**src/rtl/quiz_lockout_pkg.sv**
```systemverilog
// Package: shared widths and the seven-segment digit map.
// Assumes digits above 9 are never requested; they blank the display.
package quiz_lockout_pkg;

    localparam int BCD_W = 4;
    localparam int SEG_W = 7;

    typedef logic [BCD_W-1:0] bcd_t;
    typedef logic [SEG_W-1:0] seg_t;

    // Map a BCD digit to an active-low gfedcba segment pattern.
    function automatic seg_t digit_to_seg_n(input bcd_t d);
        seg_t on_hi;
        case (d)
            4'd0:    on_hi = 7'h3F;
            4'd1:    on_hi = 7'h06;
            4'd2:    on_hi = 7'h5B;
            4'd3:    on_hi = 7'h4F;
            4'd4:    on_hi = 7'h66;
            4'd5:    on_hi = 7'h6D;
            4'd6:    on_hi = 7'h7D;
            4'd7:    on_hi = 7'h07;
            4'd8:    on_hi = 7'h7F;
            4'd9:    on_hi = 7'h6F;
            default: on_hi = 7'h00;
        endcase
        return ~on_hi;
    endfunction

endpackage

```
**src/rtl/quiz_btn_cond.sv**
```systemverilog
// Module: conditions one contestant button.
// What it does: two-flop synchroniser, debounce filter, and arming.
// The arming stage blocks a press until a release has been seen after reset.
// Assumes: btn_n is asynchronous and active-low; rst_n is synchronous.
module quiz_btn_cond #(
    parameter int DEBOUNCE_CYCLES = 1_250_000
) (
    input  logic clk,
    input  logic rst_n,
    input  logic btn_n,
    output logic press
);
    localparam int CNT_W = $clog2(DEBOUNCE_CYCLES + 1);

    logic             sync1_n, sync2_n;
    logic             db_n;
    logic [CNT_W-1:0] cnt;
    logic             armed;

    // Bring the raw pin into the clock domain.
    always_ff @(posedge clk) begin
        if (!rst_n) begin
            sync1_n <= 1'b1;
            sync2_n <= 1'b1;
        end else begin
            sync1_n <= btn_n;
            sync2_n <= sync1_n;
        end
    end

    // Accept a new level only after it persists for the full window;
    // the filter resets to "pressed" so a release must be proven first.
    always_ff @(posedge clk) begin
        if (!rst_n) begin
            db_n <= 1'b0;
            cnt  <= '0;
        end else if (sync2_n == db_n) begin
            cnt <= '0;
        end else if (cnt == CNT_W'(DEBOUNCE_CYCLES - 1)) begin
            db_n <= sync2_n;
            cnt  <= '0;
        end else begin
            cnt <= cnt + 1'b1;
        end
    end

    // Arm once a debounced release has been observed since reset.
    always_ff @(posedge clk) begin
        if (!rst_n)     armed <= 1'b0;
        else if (db_n)  armed <= 1'b1;
    end

    assign press = armed & ~db_n;

    // the filtered level cannot move while input and filter agree.
    p_db_hold_r6: assert property (@(posedge clk) disable iff (!rst_n)
        (sync2_n == db_n) |=> $stable(db_n));

    // arming, once gained, is never lost without reset.
    p_arm_keep_r7: assert property (@(posedge clk) disable iff (!rst_n)
        armed |=> armed);

endmodule

```
**src/rtl/quiz_capture.sv**
```systemverilog
// Module: first-press capture register.
// What it does: stays open (follows the presses) while every line is idle.
// It freezes as soon as any line shows a press.
// Assumes: press inputs are synchronous and already debounced.
module quiz_capture #(
    parameter int NUM_PLAYERS = 8
) (
    input  logic                   clk,
    input  logic                   rst_n,
    input  logic [NUM_PLAYERS-1:0] press,
    output logic [NUM_PLAYERS-1:0] cap_n,
    output logic                   any_hit
);
    logic open_gate;

    assign open_gate = &cap_n;
    assign any_hit   = ~open_gate;

    // Load while open, hold once any captured line is low.
    always_ff @(posedge clk) begin
        if (!rst_n)         cap_n <= '1;
        else if (open_gate) cap_n <= ~press;
    end

    // a frozen capture never changes until reset.
    p_freeze_r4: assert property (@(posedge clk) disable iff (!rst_n)
        any_hit |=> $stable(cap_n));

    // reset leaves every captured line idle.
    p_reset_clear_r1: assert property (@(posedge clk)
        !rst_n |=> (&cap_n));

endmodule

```
**src/rtl/quiz_prio_enc.sv**
```systemverilog
// Module: priority encoder from captured lines to a contestant number.
// What it does: the highest-numbered low line wins; bit k maps to k+1.
// Assumes: NUM_PLAYERS is at most 9 so the result fits one BCD digit.
module quiz_prio_enc
    import quiz_lockout_pkg::*;
#(
    parameter int NUM_PLAYERS = 8
) (
    input  logic [NUM_PLAYERS-1:0] cap_n,
    output bcd_t                   num
);
    // Scan upward so the highest active line overrides lower ones.
    always_comb begin
        num = '0;
        for (int i = 0; i < NUM_PLAYERS; i++) begin
            if (!cap_n[i]) num = BCD_W'(i + 1);
        end
    end

endmodule

```
**src/rtl/quiz_seg_drv.sv**
```systemverilog
// Module: BCD digit to active-low seven-segment pattern.
// Assumes: the digit is in 0..9.
module quiz_seg_drv
    import quiz_lockout_pkg::*;
(
    input  bcd_t digit,
    output seg_t seg_n
);
    // Pure lookup through the shared map.
    always_comb seg_n = digit_to_seg_n(digit);

endmodule

```
**src/rtl/quiz_lockout.sv**
```systemverilog
// Module: top of the first-press quiz lockout controller.
// What it does: conditions each button, captures the first press,
// encodes the winner and drives the display digit and the buzzer.
// Assumes: rst_n is a synchronous active-low level; buttons idle high.
module quiz_lockout
    import quiz_lockout_pkg::*;
#(
    parameter int NUM_PLAYERS     = 8,
    parameter int DEBOUNCE_CYCLES = 1_250_000
) (
    input  logic                   clk,
    input  logic                   rst_n,
    input  logic [NUM_PLAYERS-1:0] btn_n,
    output logic [BCD_W-1:0]       winner_bcd,
    output logic [SEG_W-1:0]       seg_n,
    output logic                   buzzer
);
    logic [NUM_PLAYERS-1:0] press;
    logic [NUM_PLAYERS-1:0] cap_n;
    logic                   any_hit;
    bcd_t                   num;
    seg_t                   seg_w;

    // One conditioner per contestant.
    for (genvar k = 0; k < NUM_PLAYERS; k++) begin : g_btn
        quiz_btn_cond #(
            .DEBOUNCE_CYCLES(DEBOUNCE_CYCLES)
        ) u_cond (
            .clk  (clk),
            .rst_n(rst_n),
            .btn_n(btn_n[k]),
            .press(press[k])
        );
    end

    quiz_capture #(
        .NUM_PLAYERS(NUM_PLAYERS)
    ) u_cap (
        .clk    (clk),
        .rst_n  (rst_n),
        .press  (press),
        .cap_n  (cap_n),
        .any_hit(any_hit)
    );

    quiz_prio_enc #(
        .NUM_PLAYERS(NUM_PLAYERS)
    ) u_enc (
        .cap_n(cap_n),
        .num  (num)
    );

    quiz_seg_drv u_seg (
        .digit(num),
        .seg_n(seg_w)
    );

    assign winner_bcd = num;
    assign seg_n      = seg_w;
    assign buzzer     = any_hit;

    // the buzzer and a non-zero number always agree.
    p_buzz_num_r3: assert property (@(posedge clk) disable iff (!rst_n)
        buzzer == (winner_bcd != '0));

    // the reported contestant's captured line is really active.
    p_win_line_r5: assert property (@(posedge clk) disable iff (!rst_n)
        (winner_bcd != '0) |-> !cap_n[winner_bcd - 1'b1]);

    // a raised buzzer stays raised until reset.
    p_buzz_hold_r9: assert property (@(posedge clk) disable iff (!rst_n)
        buzzer |=> buzzer);

endmodule

```
**config.mk**
```make
export PLATFORM = sky130hd
export DESIGN_NAME = quiz_lockout
export DESIGN_NICKNAME = d
export VERILOG_FILES = /design/src/rtl/quiz_lockout_pkg.sv /design/src/rtl/quiz_btn_cond.sv /design/src/rtl/quiz_capture.sv /design/src/rtl/quiz_prio_enc.sv /design/src/rtl/quiz_seg_drv.sv /design/src/rtl/quiz_lockout.sv
export SDC_FILE = /design/constraint.sdc
export NUM_CORES = 1
export LEC_CHECK = 0
export ABC_AREA = 1
export BUFFER_PORTS_ARGS = -buffer_cell sky130_fd_sc_hd__buf_2
export CAP_MARGIN = 10
export CORE_ASPECT_RATIO = 0.75
export CORE_MARGIN = 8
export CORE_UTILIZATION = 45
export CTS_BUF_LIST = sky130_fd_sc_hd__clkbuf_4
export DETAILED_ROUTE_END_ITERATION = 10
export GPL_ROUTABILITY_DRIVEN = 0
export PLACE_DENSITY_LB_ADDON = 0.08
export SETUP_SLACK_MARGIN = 0.4
export SYNTH_ARGS = -nofsm -noshare
export SYNTH_HDL_FRONTEND = slang
export SYNTH_SLANG_ARGS = --single-unit
```
**constraint.sdc**
```tcl
create_clock -name clk -period 3.7 [get_ports clk]
set_input_delay 0.74 -clock clk [delete_from_list [all_inputs] [get_ports clk]]
set_output_delay 0.74 -clock clk [all_outputs]
set_load 0.01 [all_outputs]
```
==> results of run 1 <==
==> final cells by class <==
class,count,share of cell area (%)
Multi-Input combinational cell,1144,48.0
Antenna cell,2,0.0444
Clock inverter,20,0.700
Inverter,148,4.93
Timing Repair Buffer,23,1.07
Sequential cell,208,37.0
Clock buffer,74,4.93
Tap cell,300,3.33
==> synth_stat cells, drive strengths merged <==
cell type / instances
o21bai: 5
nand3: 98
buf: 17
o21ai: 21
a21oi: 76
a22oi: 1
nand2: 414
xnor2: 44
inv: 148
nand4: 19
o2111ai: 4
nand3b: 1
ha: 13
xor2: 38
a31oi: 1
nor3: 5
dfxtp: 208
nor2: 382
clkbuf: 4
or2: 22
==> cells by family after synthesis <==
family                   count (synthesis)  synth area share [%]
flip-flops                             208                  40.5
adder cells (fa/ha/maj)                 13                  1.58
XOR/XNOR                                82                  6.98
AO/OA/AOI/OAI                          108                  5.89
buffers and inverters                  169                  6.98
AND/OR/NAND/NOR                        941                  38.1
==> power breakdown <==
| group | total [µW] | internal (µW) | switching [µW] |
|---|---|---|---|
| clock network | 1850 | 924 | 928 |
| logic | 444 | 162 | 282 |
| registers | 2310 | 2280 | 34.7 |
==> through the flow <==
step	instance area (µm²)	power (µW)
5_1_grt	11300	4880
6_report	11300	4610
4_1_cts	11300	4700
3_5_place_dp	10600	2810
3_3_place_gp	10600	2810
2_1_floorplan	10300	2680
==> critical path, cell delays in order (launching register included) <==
cell and delay [ps]:
dfxtp_1 380, inv_1 80, a21oi_1 50, o21ai_0 150
nand2_1 80, a21oi_2 200, inv_1 110, ha_1 320
nand2_1 70, nand2_1 40, buf_2 140
==> cell usage in the layout, fill, tap and decap left out, types with 3 or more instances in the layout <==
master | netlist | final
a21oi_1 | 68 | 67
a21oi_2 | 8 | 9
buf_2 | 4 | 21
clkbuf_4 | 0 | 74
clkinv_1 | 0 | 16
clkinv_2 | 0 | 3
dfxtp_1 | 208 | 208
ha_1 | 13 | 13
inv_1 | 139 | 139
inv_2 | 9 | 10
nand2_1 | 407 | 407
nand2_2 | 6 | 6
nand3_1 | 88 | 88
nand3_2 | 9 | 9
nand4_1 | 19 | 19
nor2_1 | 366 | 366
nor2_2 | 12 | 12
nor2_4 | 4 | 4
nor3_1 | 4 | 4
o2111ai_1 | 4 | 4
o21ai_0 | 16 | 16
o21ai_1 | 4 | 4
o21bai_1 | 5 | 5
or2_2 | 20 | 20
xnor2_1 | 44 | 44
xor2_1 | 38 | 38
==> registers in the layout, indices dropped and copies added, names as in the netlist <==
| signal | count |
|---|---|
| g_btn.u_cond.cnt | 168 |
| g_btn.u_cond.armed | 8 |
| g_btn.u_cond.db_n | 8 |
| g_btn.u_cond.sync1_n | 8 |
| g_btn.u_cond.sync2_n | 8 |
| u_cap.cap_n | 8 |
==> layer usage <==
metal  vias up  track usage, %
met5         -               0
met4         0            5.07
met3        38            3.39
met2       128            22.9
met1      3899            22.3
li1       4871               -
==> final timing paths <==
path | endpoint | slack, ps | cells past startpoint
hold / removal | g_btn[6].u_cond.sync1_n | 290 | 2
setup / recovery | seg_n[3] | 700 | 10
hold reg to reg | g_btn[2].u_cond.sync2_n | 410 | 1
setup reg to reg | g_btn[5].u_cond.cnt[16] | 1630 | 6
==> run_results.csv, run 1 <==
group,metric,value,unit
logic_synthesis,yosysWarnings,0,
final_layout,drive_gt1_share,10.8,%
floorplan,die_h,147,µm
setup_path,rr_startpoint,"g_btn[5].u_cond.cnt[0]",
place,dpl.hpwl,15500,µm
global_route,grt_max_degree,22,
floorplan,coreArea,22700,µm²
logic_synthesis,ys_seq_elements,208,
floorplan,rows,48,
hold_path,holdCritPathClass,"primary input to register",
sta,setup_violations,0,
clock_tree,cts_setup_buffers,0,
setup_path,cp-startpoint,"u_cap.cap_n[0]",
setup_path,cp-start-kind,"register",
detailed_routing,vias_per_cell,4.66,
detailed_routing,wirelength,21400,µm
logic_synthesis,syn-instance-count,1521,
final_layout,n_fill_cell,2381,
clock_tree,clock-sinks,208,
floorplan,ios,22,
setup_path,worstSetupPathType,"register to output pin",
logic_synthesis,synth_area_leader_cell,"dfxtp_1",
detailed_routing,met3_wirelength,934,µm
pwr,p_leak,0.00381,µW
clock_tree,cts_hold_buf,0,
setup_path,crit_path_end_kind,"output pin",
sta,hold_violations,0,
clock_tree,clk_pin_slew,60,ps
final_layout,layout.nets,1602,
clock_tree,clk_latency,640,ps
global_route,grt_pass1_vias,8361,
detailed_routing,wl_met1,11400,µm
detailed_routing,wl_met2,8570,µm
final_layout,seq_area,4160,µm²
setup_path,arrival,2260,ps
detailed_routing,drc,0,
place,dp_slack,1300,ps
global_route,antenna_found_initial,2,
detailed_routing,drt_iter0_markers,492,
clock_tree,cts_buffers,54,
detailed_routing,drtAntennaViolNets,0,
logic_synthesis,yosys-top-cells-area,"dfxtp_1 40%, nand2_1 15%, nor2_1 13%, inv_1 5.1%, nand3_1 4.3%",
sta,fin_ws,701,ps
job,max_cap_viol_count,0,
global_route,grt_usage,15.6,%
sta,rsz0062_at_grt,"no",
place,portBuffers,21,
setup_path,crit_required,2960,ps
sta,min_period,3000,ps
final_layout,syn2layout_area_growth,9.49,%
detailed_routing,first_pass_iters,6,
detailed_routing,dr_total_vias,8936,
sta,tns,0,ps
logic_synthesis,avgSynthCellArea,6.76,µm²
sta,fin_skew,15.5,ps
sta,max_slew_margin,39.0,%
status,status,"finished clean",
floorplan,die_w,191,µm
sta,worst_hold_slack,291,ps
logic_synthesis,synth_top_cell_area_share,40.5,%
clock_tree,clk_path_buf_depth,3,
logic_synthesis,syn_area,10300,µm²
final_layout,fin_util,49.6,%
detailed_routing,highest_layer,"met4",
pwr,power.density,409,nW/µm²
floorplan,start_util,45.3,%
sta,worstMarginPinSlew,914,ps
clock_tree,cts_max_level,2,
pwr,vdd_ir_drop_max,0.197,mV
global_route,grt_overflow,0,
sta,finalMaxSlewViolations,0,
clock_tree,post_cts_resized,0,
global_route,grt_pass1_wl,37800,µm
sta,fin_crit_sh,81.1,%
clock_tree,cts_tree,"built",
place,place_inst,1823,
final_layout,final_cell_count_no_fill,1919,
logic_synthesis,synth_cell_types,34,
hold_path,holdCritStartpoint,"btn_n[6]",
detailed_routing,wl_per_cell,11.1,µm
clock_tree,cts_root_buf,"clkbuf_4",
setup_path,crit_fanout,7,
floorplan,die_area,28000,µm²
logic_synthesis,seq_area_frac_synth,40.5,%
sta,max_freq,333,MHz
final_layout,multi_input_area,5410,µm²
logic_synthesis,syn_nets,1544,
No activity file was read; power rests on OpenSTA's default activity.
==> inputs of run 2 (changes only) <==
--- a/config.mk
+++ b/config.mk
@@ -5,7 +5,7 @@
 export SDC_FILE = /design/constraint.sdc
 export NUM_CORES = 1
 export LEC_CHECK = 0
-export ABC_AREA = 1
+export ABC_AREA = 0
 export BUFFER_PORTS_ARGS = -buffer_cell sky130_fd_sc_hd__buf_2
 export CAP_MARGIN = 10
 export CORE_ASPECT_RATIO = 0.75
==> constraint.sdc (replaced) <==
create_clock -name clk -period 2.76 [get_ports clk]
set_input_delay 0.552 -clock clk [delete_from_list [all_inputs] [get_ports clk]]
set_output_delay 0.552 -clock clk [all_outputs]
set_load 0.01 [all_outputs]
==> run 2 against run 1 <==
  * Flip-flop and latch count unchanged
  * Core utilization grew 2.3 points
  * Global-route usage down 0.65 points
  * Routed wire length down 11%
  * First-iteration DRC count is 11% higher
  * Count of clock-buffer cells in the layout grew 6
  * Non-clock buffer count is 14 higher
  * Sequential share of layout area grew 2.7 points
  * Register-to-register slack got worse by 1000 ps
  * Critical path depth down 3
==> run_results.csv, run 2 <==
group,metric,value,unit
status,status,"finished clean",
floorplan,ios,22,
final_layout,syn2layout_area_growth,13.2,%
final_layout,layout_commonest_cell,"dfxtp_1",
global_route,grt_usage,14.9,%
place,dp_slack,517,ps
logic_synthesis,yosys-top-cells-area,"dfxtp_1 45%, xnor2_1 7.4%, nor2_1 7.0%, xor2_1 3.7%, nand3_1 3.5%",
floorplan,coreArea,20300,µm²
detailed_routing,wirelength,19000,µm
logic_synthesis,syn_area,9300,µm²
sta,min_period,2600,ps
setup_path,worstSetupPathType,"register to output pin",
clock_tree,clock-sinks,208,
clock_tree,cts_buffers,54,
floorplan,rows,45,
floorplan,die_w,182,µm
logic_synthesis,seq_area_frac_synth,44.8,%
clock_tree,cts_root_buf,"clkbuf_4",
final_layout,largest_register_ffs,168,
setup_path,arrival,2050,ps
final_layout,layout.nets,1165,
final_layout,final_cell_count_no_fill,1444,
global_route,gr-usage-met3,3.67,%
setup_path,crit_fanout,4,
clock_tree,clk_latency,660,ps
sta,fin_ws,159,ps
place,portBuffers,21,
final_layout,drive_gt1_share,13.0,%
sta,worstMarginPinSlew,672,ps
place,place_inst,1340,
logic_synthesis,synth_top_cell_area_share,44.8,%
logic_synthesis,synth_cell_types,51,
clock_tree,cts_tree,"built",
sta,rsz0062_at_grt,"yes",
clock_tree,cts_max_level,2,
sta,finalMaxSlewViolations,0,
hold_path,holdCritPathClass,"primary input to register",
global_route,grt_pass1_vias,7071,
sta,hold_violations,0,
detailed_routing,drt_iter0_markers,547,
pwr,p_leak,0.00354,µW
sta,tns,0,ps
setup_path,crit_path_end_kind,"output pin",
pwr,power.density,569,nW/µm²
global_route,grt_use_met2,21.0,%
floorplan,die_area,25600,µm²
sta,fin_crit_sh,94.2,%
sta,fin_skew,48.3,ps
pwr,comb_power_share,2.5,%
detailed_routing,dr_total_vias,7618,
global_route,grt_overflow,0,
clock_tree,clk_pin_slew,60,ps
logic_synthesis,yosysWarnings,0,
setup_path,crit_chain,"nor2b_4, o21ai_2, a21boi_2, o21ai_2, ha_1, a22o_1, buf_2",
setup_path,critPathMaxStageDelay,340,ps
global_route,grt_max_degree,23,
logic_synthesis,async_flop_share,0,%
logic_synthesis,synth_area_leader_cell,"dfxtp_1",
logic_synthesis,ys_seq_elements,208,
logic_synthesis,synth.most_common_cell,"dfxtp_1",
job,max_cap_viol_count,0,
setup_path,crit_required,2210,ps
global_route,grt-busiest-layer,"met1",
clock_tree,clk_path_buf_depth,3,
pwr,clkPwrFrac,46.2,%
global_route,use_met1,21.7,%
pwr,internal-power,4610,µW
floorplan,die_h,141,µm
setup_path,cp-start-kind,"register",
detailed_routing,drc,0,
logic_synthesis,synth_edf_count,0,
logic_synthesis,synth_flop_cell,"dfxtp_1",
setup_path,crit_path_top_delay_cell,"dfxtp_2",
pwr,swShare,23.0,%
pwr,p_seq_share,51.3,%
detailed_routing,drtAntennaViolNets,0,
sta,setup_violations,0,
logic_synthesis,avgSynthCellArea,8.63,µm²
sta,max_slew_margin,54.8,%
detailed_routing,wl_per_cell,13.1,µm
final_layout,final_cell_mix,"202 x dfxtp_1, 173 x nor2_1, 80 x clkbuf_4, 79 x xnor2_1, 69 x nand2_1",
pwr,p_switching,1380,µW
logic_synthesis,syn-instance-count,1078,
floorplan,start_util,45.9,%
global_route,antenna_found_initial,1,
logic_synthesis,syn_nets,1101,
detailed_routing,first_pass_iters,5,
sta,max_freq,384,MHz
detailed_routing,vias_per_cell,5.28,
place,dpl.hpwl,12600,µm
final_layout,largest_register,"g_btn.u_cond.cnt",
setup_path,cpMostUsedCell,"o21ai_2",
global_route,grt_pass1_wl,33100,µm
logic_synthesis,synthTopCellsByCount,"208 x dfxtp_1, 173 x nor2_1, 79 x xnor2_1, 69 x nand2_1, 65 x nand3_1",
pwr,vdd_ir_drop_max,0.294,mV
## run 2: cell types whose count changed after synthesis, moves of 20 or more
cell | previous run | this run
nor4_1 | 0 | 34
a21oi_1 | 68 | 36
nand2b_1 | 0 | 21
nand3_1 | 88 | 65
nand2_1 | 407 | 69
nand4_1 | 19 | 46
or3_1 | 0 | 20
xnor2_1 | 44 | 79
nor2_1 | 366 | 173
inv_1 | 139 | 35
or4_1 | 0 | 20
nor3_1 | 4 | 28
## run 2: metal layers
| metal | vias up | share of wire [%] |
|---|---|---|
| met2 | 125 | 40 |
| met4 | 0 | 1.7 |
| met1 | 3475 | 54 |
| met5 | - | 0 |
| li1 | 3983 | - |
| met3 | 35 | 4.6 |
## run 2: path summary, 6_finish.rpt
kind | depth (start not counted) | end | start | slack, ps
worst max-delay path | 7 | seg_n[3] | u_cap.cap_n[1] | 160
worst min-delay path | 2 | g_btn[2].u_cond.sync1_n | btn_n[2] | 90
worst max register to register | 5 | g_btn[7].u_cond.cnt[7] | g_btn[7].u_cond.cnt[18] | 610
worst min register to register | 1 | g_btn[1].u_cond.sync2_n | g_btn[1].u_cond.sync1_n | 400
## run 2: cell families after synthesis
| group | synth area share [%] |
|---|---|
| buf+inv | 2.78 |
| flops | 44.8 |
| simple gates | 31.9 |
| compound gates | 6.75 |
| xor+xnor | 11.1 |
| fa+ha+maj | 1.75 |
| mux | 0.969 |
## run 2: power by group through the flow
stage / Sequential, µW / Combinational, µW / Clock [µW]
global placement: 3140 / 151 / 0
finish: 3070 / 152 / 2760
CTS: 3070 / 156 / 2880
floorplan: 3130 / 109 / 0
global route: 3070 / 173 / 3070
detailed placement: 3140 / 153 / 0
## run 2: cell type report
cell class,count,area (µm²)
Fill cell,1975,9740
Multi-Input combinational cell,806,4940
Sequential cell,208,4170
Clock buffer,80,601
Tap cell,258,323
Timing Repair Buffer,37,230
Inverter,35,131
Clock inverter,19,128
Antenna cell,1,2.50
## run 2: repair_timing
action                                  4_1_cts  5_1_grt
endpoints found under the setup margin       10        9
pin swaps                                     9        7
buffers inserted                              2        0
gates resized for setup                      16       11
endpoints found under the hold margin         2        0
hold buffers                                  2        0
## run 2: stage by stage
step	instance area [µm²]	utilization, %	hold WS (ps)	power, µW
3_5_place_dp	9690	47.8	391	3290
2_1_floorplan	9300	-	386	3240
3_3_place_gp	9690	47.8	392	3290
6_report	10500	51.9	92.2	5990
5_1_grt	10500	51.9	37.4	6310
4_1_cts	10500	51.8	23.6	6110
## run 2: critical path, delay by kind of cell, from the launching register on
family	cells	cell delay, ps
simple gates	1	150
compound gates	4	520
flops	1	340
buf+inv	1	130
fa+ha+maj	1	290
